### src/rtl/sram_ctl_pkg.sv
package sram_ctl_pkg;

  typedef enum logic [2:0] {
    ST_IDLE     = 3'd0,
    ST_RD_WAIT  = 3'd1,
    ST_RD_CAP   = 3'd2,
    ST_WR_SETUP = 3'd3,
    ST_WR_PULSE = 3'd4,
    ST_WR_RECOV = 3'd5
  } ctl_state_e;

  // ceiling of ns / clk_ns, never below one cycle
  function automatic int unsigned ns_to_cyc(input int unsigned ns, input int unsigned clk_ns);
    int unsigned c;
    if (clk_ns == 0) return 1;
    c = (ns + clk_ns - 1) / clk_ns;
    return (c < 1) ? 1 : c;
  endfunction

  function automatic int unsigned max2(input int unsigned a, input int unsigned b);
    return (a > b) ? a : b;
  endfunction

endpackage

### src/rtl/sram_phase_timer.sv
module sram_phase_timer #(
  parameter int unsigned CW = 2
) (
  input  logic          clk,
  input  logic          rst,
  input  logic          load,
  input  logic [CW-1:0] load_val,
  output logic          expired
);
  logic [CW-1:0] cnt_q;

  always_ff @(posedge clk) begin
    if (rst)                cnt_q <= '0;
    else if (load)          cnt_q <= load_val;
    else if (cnt_q != '0)   cnt_q <= cnt_q - 1'b1;
  end

  assign expired = (cnt_q == '0);

  // a countdown never wraps below zero
  a_r8_no_wrap: assert property (@(posedge clk) disable iff (rst)
    (!load && cnt_q == '0) |=> (cnt_q == '0));
endmodule

### src/rtl/sram_io_path.sv
module sram_io_path #(
  parameter int unsigned AW = 15,
  parameter int unsigned DW = 8
) (
  input  logic          clk,
  input  logic          rst,
  input  logic          take,
  input  logic [AW-1:0] in_addr,
  input  logic [DW-1:0] in_wdata,
  input  logic          capture,
  input  logic [DW-1:0] bus_in,
  output logic [AW-1:0] addr_q,
  output logic [DW-1:0] wdata_q,
  output logic [DW-1:0] rdata_q
);
  always_ff @(posedge clk) begin
    if (rst) begin
      addr_q  <= '0;
      wdata_q <= '0;
    end else if (take) begin
      addr_q  <= in_addr;
      wdata_q <= in_wdata;
    end
  end

  always_ff @(posedge clk) begin
    if (rst)          rdata_q <= '0;
    else if (capture) rdata_q <= bus_in;
  end

  // registered request copy only moves on a hand-off
  a_r7_hold_copy: assert property (@(posedge clk) disable iff (rst)
    !take |=> ($stable(addr_q) && $stable(wdata_q)));
endmodule

### src/rtl/sram_seq_fsm.sv
module sram_seq_fsm
  import sram_ctl_pkg::*;
#(
  parameter int unsigned CW    = 2,
  parameter int unsigned N_RD  = 2,
  parameter int unsigned N_TA  = 1,
  parameter int unsigned N_PW  = 1,
  parameter int unsigned N_REC = 1
) (
  input  logic          clk,
  input  logic          rst,
  input  logic          req_fire,
  input  logic          req_write,
  input  logic          timer_done,
  output ctl_state_e    state_q,
  output logic          timer_load,
  output logic [CW-1:0] timer_val,
  output logic          capture,
  output logic          ce_n,
  output logic          we_n,
  output logic          oe_n,
  output logic          dq_oe
);
  localparam logic [CW-1:0] LD_RD  = CW'(N_RD - 1);
  localparam logic [CW-1:0] LD_TA  = CW'(N_TA - 1);
  localparam logic [CW-1:0] LD_PW  = CW'(N_PW - 1);
  localparam logic [CW-1:0] LD_REC = CW'(N_REC - 1);

  ctl_state_e nxt;

  always_comb begin
    nxt        = state_q;
    timer_load = 1'b0;
    timer_val  = '0;
    case (state_q)
      ST_IDLE: if (req_fire) begin
        timer_load = 1'b1;
        if (req_write) begin nxt = ST_WR_SETUP; timer_val = LD_TA; end
        else           begin nxt = ST_RD_WAIT;  timer_val = LD_RD; end
      end
      ST_RD_WAIT:  if (timer_done) nxt = ST_RD_CAP;
      ST_RD_CAP:   nxt = ST_IDLE;
      ST_WR_SETUP: if (timer_done) begin
        nxt = ST_WR_PULSE; timer_load = 1'b1; timer_val = LD_PW;
      end
      ST_WR_PULSE: if (timer_done) begin
        nxt = ST_WR_RECOV; timer_load = 1'b1; timer_val = LD_REC;
      end
      ST_WR_RECOV: if (timer_done) nxt = ST_IDLE;
      default:     nxt = ST_IDLE;
    endcase
  end

  assign capture = (state_q == ST_RD_WAIT) && timer_done;

  // strobes are registered from the next state: glitch-free pins
  always_ff @(posedge clk) begin
    if (rst) begin
      state_q <= ST_IDLE;
      ce_n    <= 1'b1;
      we_n    <= 1'b1;
      oe_n    <= 1'b1;
      dq_oe   <= 1'b0;
    end else begin
      state_q <= nxt;
      ce_n    <= !(nxt == ST_RD_WAIT || nxt == ST_WR_SETUP ||
                   nxt == ST_WR_PULSE || nxt == ST_WR_RECOV);
      oe_n    <= !(nxt == ST_RD_WAIT);
      we_n    <= !(nxt == ST_WR_PULSE);
      dq_oe   <= (nxt == ST_WR_PULSE) || (nxt == ST_WR_RECOV);
    end
  end

  // reset parks every strobe
  a_r1_reset_idle: assert property (@(posedge clk)
    rst |=> (ce_n && we_n && oe_n && !dq_oe));
  // output enable only with a selected, non-writing memory
  a_r3_read_strobes: assert property (@(posedge clk) disable iff (rst)
    !oe_n |-> (!ce_n && we_n));
  // data driven for the whole write pulse
  a_r5_drive_in_pulse: assert property (@(posedge clk) disable iff (rst)
    !we_n |-> (dq_oe && oe_n && !ce_n));
  // no contention, and drive starts after output enable was already high
  a_r6_no_contention: assert property (@(posedge clk) disable iff (rst)
    dq_oe |-> oe_n);
  a_r6_turnaround: assert property (@(posedge clk) disable iff (rst)
    $rose(dq_oe) |-> $past(oe_n));
  // deselected means quiet
  a_r9_quiet_idle: assert property (@(posedge clk) disable iff (rst)
    ce_n |-> (we_n && oe_n && !dq_oe));
endmodule

### src/rtl/sram_ctl.sv
module sram_ctl
  import sram_ctl_pkg::*;
#(
  parameter int unsigned ADDR_W    = 15,
  parameter int unsigned DATA_W    = 8,
  parameter int unsigned CLK_NS    = 8,
  parameter int unsigned T_RC_NS   = 12,
  parameter int unsigned T_AA_NS   = 12,
  parameter int unsigned T_DOE_NS  = 5,
  parameter int unsigned T_WC_NS   = 12,
  parameter int unsigned T_PWE_NS  = 8,
  parameter int unsigned T_SD_NS   = 7,
  parameter int unsigned T_HZOE_NS = 5
) (
  input  logic              clk,
  input  logic              rst,
  input  logic              req_valid,
  output logic              req_ready,
  input  logic              req_write,
  input  logic [ADDR_W-1:0] req_addr,
  input  logic [DATA_W-1:0] req_wdata,
  output logic              rsp_valid,
  output logic [DATA_W-1:0] rsp_rdata,
  output logic [ADDR_W-1:0] mem_addr,
  output logic              mem_ce_n,
  output logic              mem_we_n,
  output logic              mem_oe_n,
  output logic [DATA_W-1:0] mem_dq_out,
  output logic              mem_dq_oe,
  input  logic [DATA_W-1:0] mem_dq_in
);
  localparam int unsigned N_RD  = max2(max2(ns_to_cyc(T_RC_NS, CLK_NS),
                                            ns_to_cyc(T_AA_NS, CLK_NS)),
                                       ns_to_cyc(T_DOE_NS, CLK_NS));
  localparam int unsigned N_TA  = ns_to_cyc(T_HZOE_NS, CLK_NS);
  localparam int unsigned N_PW  = max2(ns_to_cyc(T_PWE_NS, CLK_NS),
                                       ns_to_cyc(T_SD_NS, CLK_NS));
  localparam int unsigned N_WC  = ns_to_cyc(T_WC_NS, CLK_NS);
  localparam int unsigned N_REC = (N_WC > N_PW + N_TA) ? (N_WC - N_PW - N_TA) : 1;
  localparam int unsigned N_MAX = max2(max2(N_RD, N_TA), max2(N_PW, N_REC));
  localparam int unsigned CW    = max2(1, $clog2(N_MAX));

  ctl_state_e      state_q;
  logic            req_fire;
  logic            timer_load;
  logic [CW-1:0]   timer_val;
  logic            timer_done;
  logic            capture;

  assign req_ready = (state_q == ST_IDLE);
  assign req_fire  = req_valid && req_ready;
  assign rsp_valid = (state_q == ST_RD_CAP);

  sram_phase_timer #(.CW(CW)) u_timer (
    .clk      (clk),
    .rst      (rst),
    .load     (timer_load),
    .load_val (timer_val),
    .expired  (timer_done)
  );

  sram_seq_fsm #(
    .CW(CW), .N_RD(N_RD), .N_TA(N_TA), .N_PW(N_PW), .N_REC(N_REC)
  ) u_fsm (
    .clk        (clk),
    .rst        (rst),
    .req_fire   (req_fire),
    .req_write  (req_write),
    .timer_done (timer_done),
    .state_q    (state_q),
    .timer_load (timer_load),
    .timer_val  (timer_val),
    .capture    (capture),
    .ce_n       (mem_ce_n),
    .we_n       (mem_we_n),
    .oe_n       (mem_oe_n),
    .dq_oe      (mem_dq_oe)
  );

  sram_io_path #(.AW(ADDR_W), .DW(DATA_W)) u_io (
    .clk      (clk),
    .rst      (rst),
    .take     (req_fire),
    .in_addr  (req_addr),
    .in_wdata (req_wdata),
    .capture  (capture),
    .bus_in   (mem_dq_in),
    .addr_q   (mem_addr),
    .wdata_q  (mem_dq_out),
    .rdata_q  (rsp_rdata)
  );

  // never ready while the memory is selected
  a_r2_busy_not_ready: assert property (@(posedge clk) disable iff (rst)
    !mem_ce_n |-> !req_ready);
  // read response is a single-cycle pulse
  a_r4_single_pulse: assert property (@(posedge clk) disable iff (rst)
    rsp_valid |=> !rsp_valid);
  // address held while the memory stays selected
  a_r7_addr_hold: assert property (@(posedge clk) disable iff (rst)
    (!mem_ce_n && $past(!mem_ce_n)) |-> $stable(mem_addr));
endmodule

### config.mk
export PLATFORM = sky130hd
export DESIGN_NAME = sram_ctl
export DESIGN_NICKNAME = d
export VERILOG_FILES = /design/src/rtl/sram_ctl_pkg.sv /design/src/rtl/sram_phase_timer.sv /design/src/rtl/sram_io_path.sv /design/src/rtl/sram_seq_fsm.sv /design/src/rtl/sram_ctl.sv
export SDC_FILE = /design/constraint.sdc
export NUM_CORES = 1
export LEC_CHECK = 0
export ABC_AREA = 1
export BUFFER_PORTS_ARGS = -buffer_cell sky130_fd_sc_hd__buf_4
export CORE_MARGIN = 2
export CORE_UTILIZATION = 48
export CTS_CLUSTER_SIZE = 30
export DETAILED_ROUTE_END_ITERATION = 6
export GPL_TIMING_DRIVEN = 0
export HOLD_SLACK_MARGIN = 0.1
export PLACE_DENSITY_LB_ADDON = 0.05
export REMOVE_ABC_BUFFERS = 1
export SYNTH_ARGS = -nofsm -noshare
export SYNTH_HDL_FRONTEND = slang
export SYNTH_SLANG_ARGS = --single-unit
### constraint.sdc
create_clock -name clk -period 1.8 [get_ports clk]
set_input_delay 0.09 -clock clk [delete_from_list [all_inputs] [get_ports clk]]
set_output_delay 0.09 -clock clk [all_outputs]
set_load 0.02 [all_outputs]
==> flow_metrics.env <==
export IMPL_pin_count=72
export IMPL_hold_path_class="input pin to flip-flop"
export IMPL_drt_first_pass_iters=6
export IMPL_antenna_left=0
export IMPL_num_antenna_cells=0
export IMPL_holdPathStages=2
export IMPL_rsz0062_at_grt="no"
export IMPL_report_final_slew_viol_count=0
export IMPL_p_per_area_nw_per_um2=959
export IMPL_grt_first_pass_wirelength_microns=6650
export IMPL_endpoint_kind="flip-flop"
export IMPL_drc=3
export IMPL_violations="DRC"
export IMPL_die_area_sq_um=3450
export IMPL_worstPathRequired_ps=2080
export IMPL_grtUsageTotal=0.253
export IMPL_drt_iter0_drc=63
export IMPL_register_area_sq_um=781
export IMPL_arrival_ps=1840
export IMPL_worstMarginPinSlew_ps=402
export IMPL_fin_crit_ps=1560
export IMPL_status="finished with violations"
export IMPL_placed_area_sq_um=1960
export IMPL_antenna_found_initial=0
export IMPL_start_util=0.513
export IMPL_cts_buffers=5
export IMPL_core_area_sq_um=2810
export IMPL_rr_worst_depth=5
export IMPL_synth_ff_type="dfxtp_1"
export IMPL_vias=1597
export IMPL_path_class="flip-flop to flip-flop"
export IMPL_maxCapViolCount=0
export IMPL_htree_levels=2
export IMPL_nets=321
export IMPL_avgSynthCellArea_sq_um=7.82
export IMPL_wl_per_cell_microns=13.3
export IMPL_numClockSinks=39
export IMPL_synth_top_area_share=0.543
export IMPL_cts_tree="done"
export IMPL_hpwl_microns=2220
export IMPL_irDropWorstVdd_mv=0.611
export IMPL_overflow=0
export IMPL_setup_viol=0
export IMPL_yosysMostFrequentCell="nand2_1"
export IMPL_post_cts_buffers=0
export IMPL_portBuffers=71
export IMPL_synth_common_cells="nand2_1, dfxtp_1, a21oi_1"
export IMPL_multi_input_area_sq_um=573
export IMPL_ys_top_cells_by_area="dfxtp_1, nand2_1, a21oi_1"
export IMPL_synthArstFlopShare=0
export IMPL_cellLeakagePower_nw=1.07
export IMPL_worstPathMaxFanout=26
export IMPL_num_rows=19
export IMPL_fin_area_sq_um=2330
export IMPL_ys_seq_area_frac=0.543
export IMPL_final_setup_skew_ps=8.85
export IMPL_final_period_utilization=0.868
export IMPL_nFillCells=201
export IMPL_grt_max_degree=39
export IMPL_routed_wl_microns=4240
export IMPL_drive_gt1_frac=0.293
export IMPL_max_slew_margin=0.732
export IMPL_synth_edf_count=0
export IMPL_area_growth_pct=62.0
export IMPL_die_h_microns=58.8
export IMPL_clk_latency_ps=350
export IMPL_synth_area_leader_cell="dfxtp_1"
export IMPL_finalHoldViolCount=0
export IMPL_cts_root_buf="clkbuf_4"
export IMPL_fin_util=0.831
export IMPL_startpoint_type="flip-flop"
export IMPL_synth_cell_type_count=16
export IMPL_synth_warnings=0
export IMPL_fmaxAchievable_mhz=640
export IMPL_tns_ps=0
export IMPL_clk_transition_reported_paths_ps=120
export IMPL_synth_cells=184
export IMPL_netlist_area_sq_um=1440
export IMPL_clockBufferDepth=2
export IMPL_die_w_microns=58.8
export IMPL_grt_pass1_vias=1475
export IMPL_place_congestion=0.791
export IMPL_synth_seq_cells=39
export IMPL_viasPerCell=5.02
==> report_power, final <==
part | internal (mW) | leakage (nW) | switching, mW
Sequential | 0.968 | 0.319 | 0.0647
Combinational | 0.318 | 0.711 | 0.445
Clock | 0.146 | 0.0347 | 0.293
==> area by class of cell <==
cell class | count | share of cell area
clock buffer | 5 | 0.0161
sequential | 39 | 0.335
clock inverter | 3 | 0.00644
timing repair buffer | 103 | 0.366
inverter | 8 | 0.0140
multi-input combinational | 129 | 0.246
tap | 31 | 0.0166
==> what timing repair did <==
item | 4_1_cts | 5_1_grt
hold endpoints to repair | 32 | 0
hold buffers | 32 | 0
resized for setup | 0 | 0
==> metrics by stage <==
stage	hold WS (ps)	setup slack, ps	power, mW	std cells
6_report	140	238	2.23	318
3_3_place_gp	268	281	1.73	278
4_1_cts	124	233	2.23	318
5_1_grt	152	98.7	2.36	318
2_1_floorplan	159	567	1.44	176
3_5_place_dp	273	275	1.74	278
==> final timing paths <==
kind	startpoint	to	slack, ps
max	u_fsm.state_q[1]$_SDFF_PP0_	u_io.addr_q[4]$_SDFFE_PP0P_	240
min	rst	u_fsm.state_q[1]$_SDFF_PP0_	140
max reg2reg	u_fsm.state_q[1]$_SDFF_PP0_	u_io.addr_q[4]$_SDFFE_PP0P_	240
min reg2reg	u_io.rdata_q[5]$_SDFFE_PP0P_	u_io.rdata_q[5]$_SDFFE_PP0P_	470
==> cell usage in the layout (no fill, tap or decap), types with 3 or more instances in the layout <==
cell type      instances
a21oi_1               31
buf_4                 71
clkbuf_4               5
clkinv_2               3
dfxtp_1               39
dlygate4sd3_1         32
inv_1                  7
nand2_1               71
nand3_1               10
nor2_1                 9
==> registers in the layout (all words and copies together), names as in the netlist <==
name           count
u_io.wdata_q       8
u_fsm.state_q      3
u_timer.cnt_q      1
u_fsm.ce_n         1
u_fsm.dq_oe        1
u_fsm.we_n         1
u_io.rdata_q       8
u_fsm.oe_n         1
u_io.addr_q       15
==> per-layer routing <==
metal,vias up,track usage,wire length (microns)
li1,793,-,-
met1,734,0.282,1680
met2,58,0.440,2150
met3,12,0.0901,313
met4,0,0.0974,91
met5,-,0,0
==> critical path, stage by stage (launching register included) <==
cell and delay, ps:
dfxtp_1 390, inv_1 200, nand3_4 300, inv_4 320, nand2_1 110, a21oi_1 160
==> kinds of logic (layout without fill, tap and decap cells) <==
family	count (synthesis)	after routing	synth area share
simple gates	96	96	0.283
flops	39	39	0.543
compound gates	33	33	0.115
buf+inv	16	119	0.0591
Note: power is estimated with default switching activity, not from simulation.
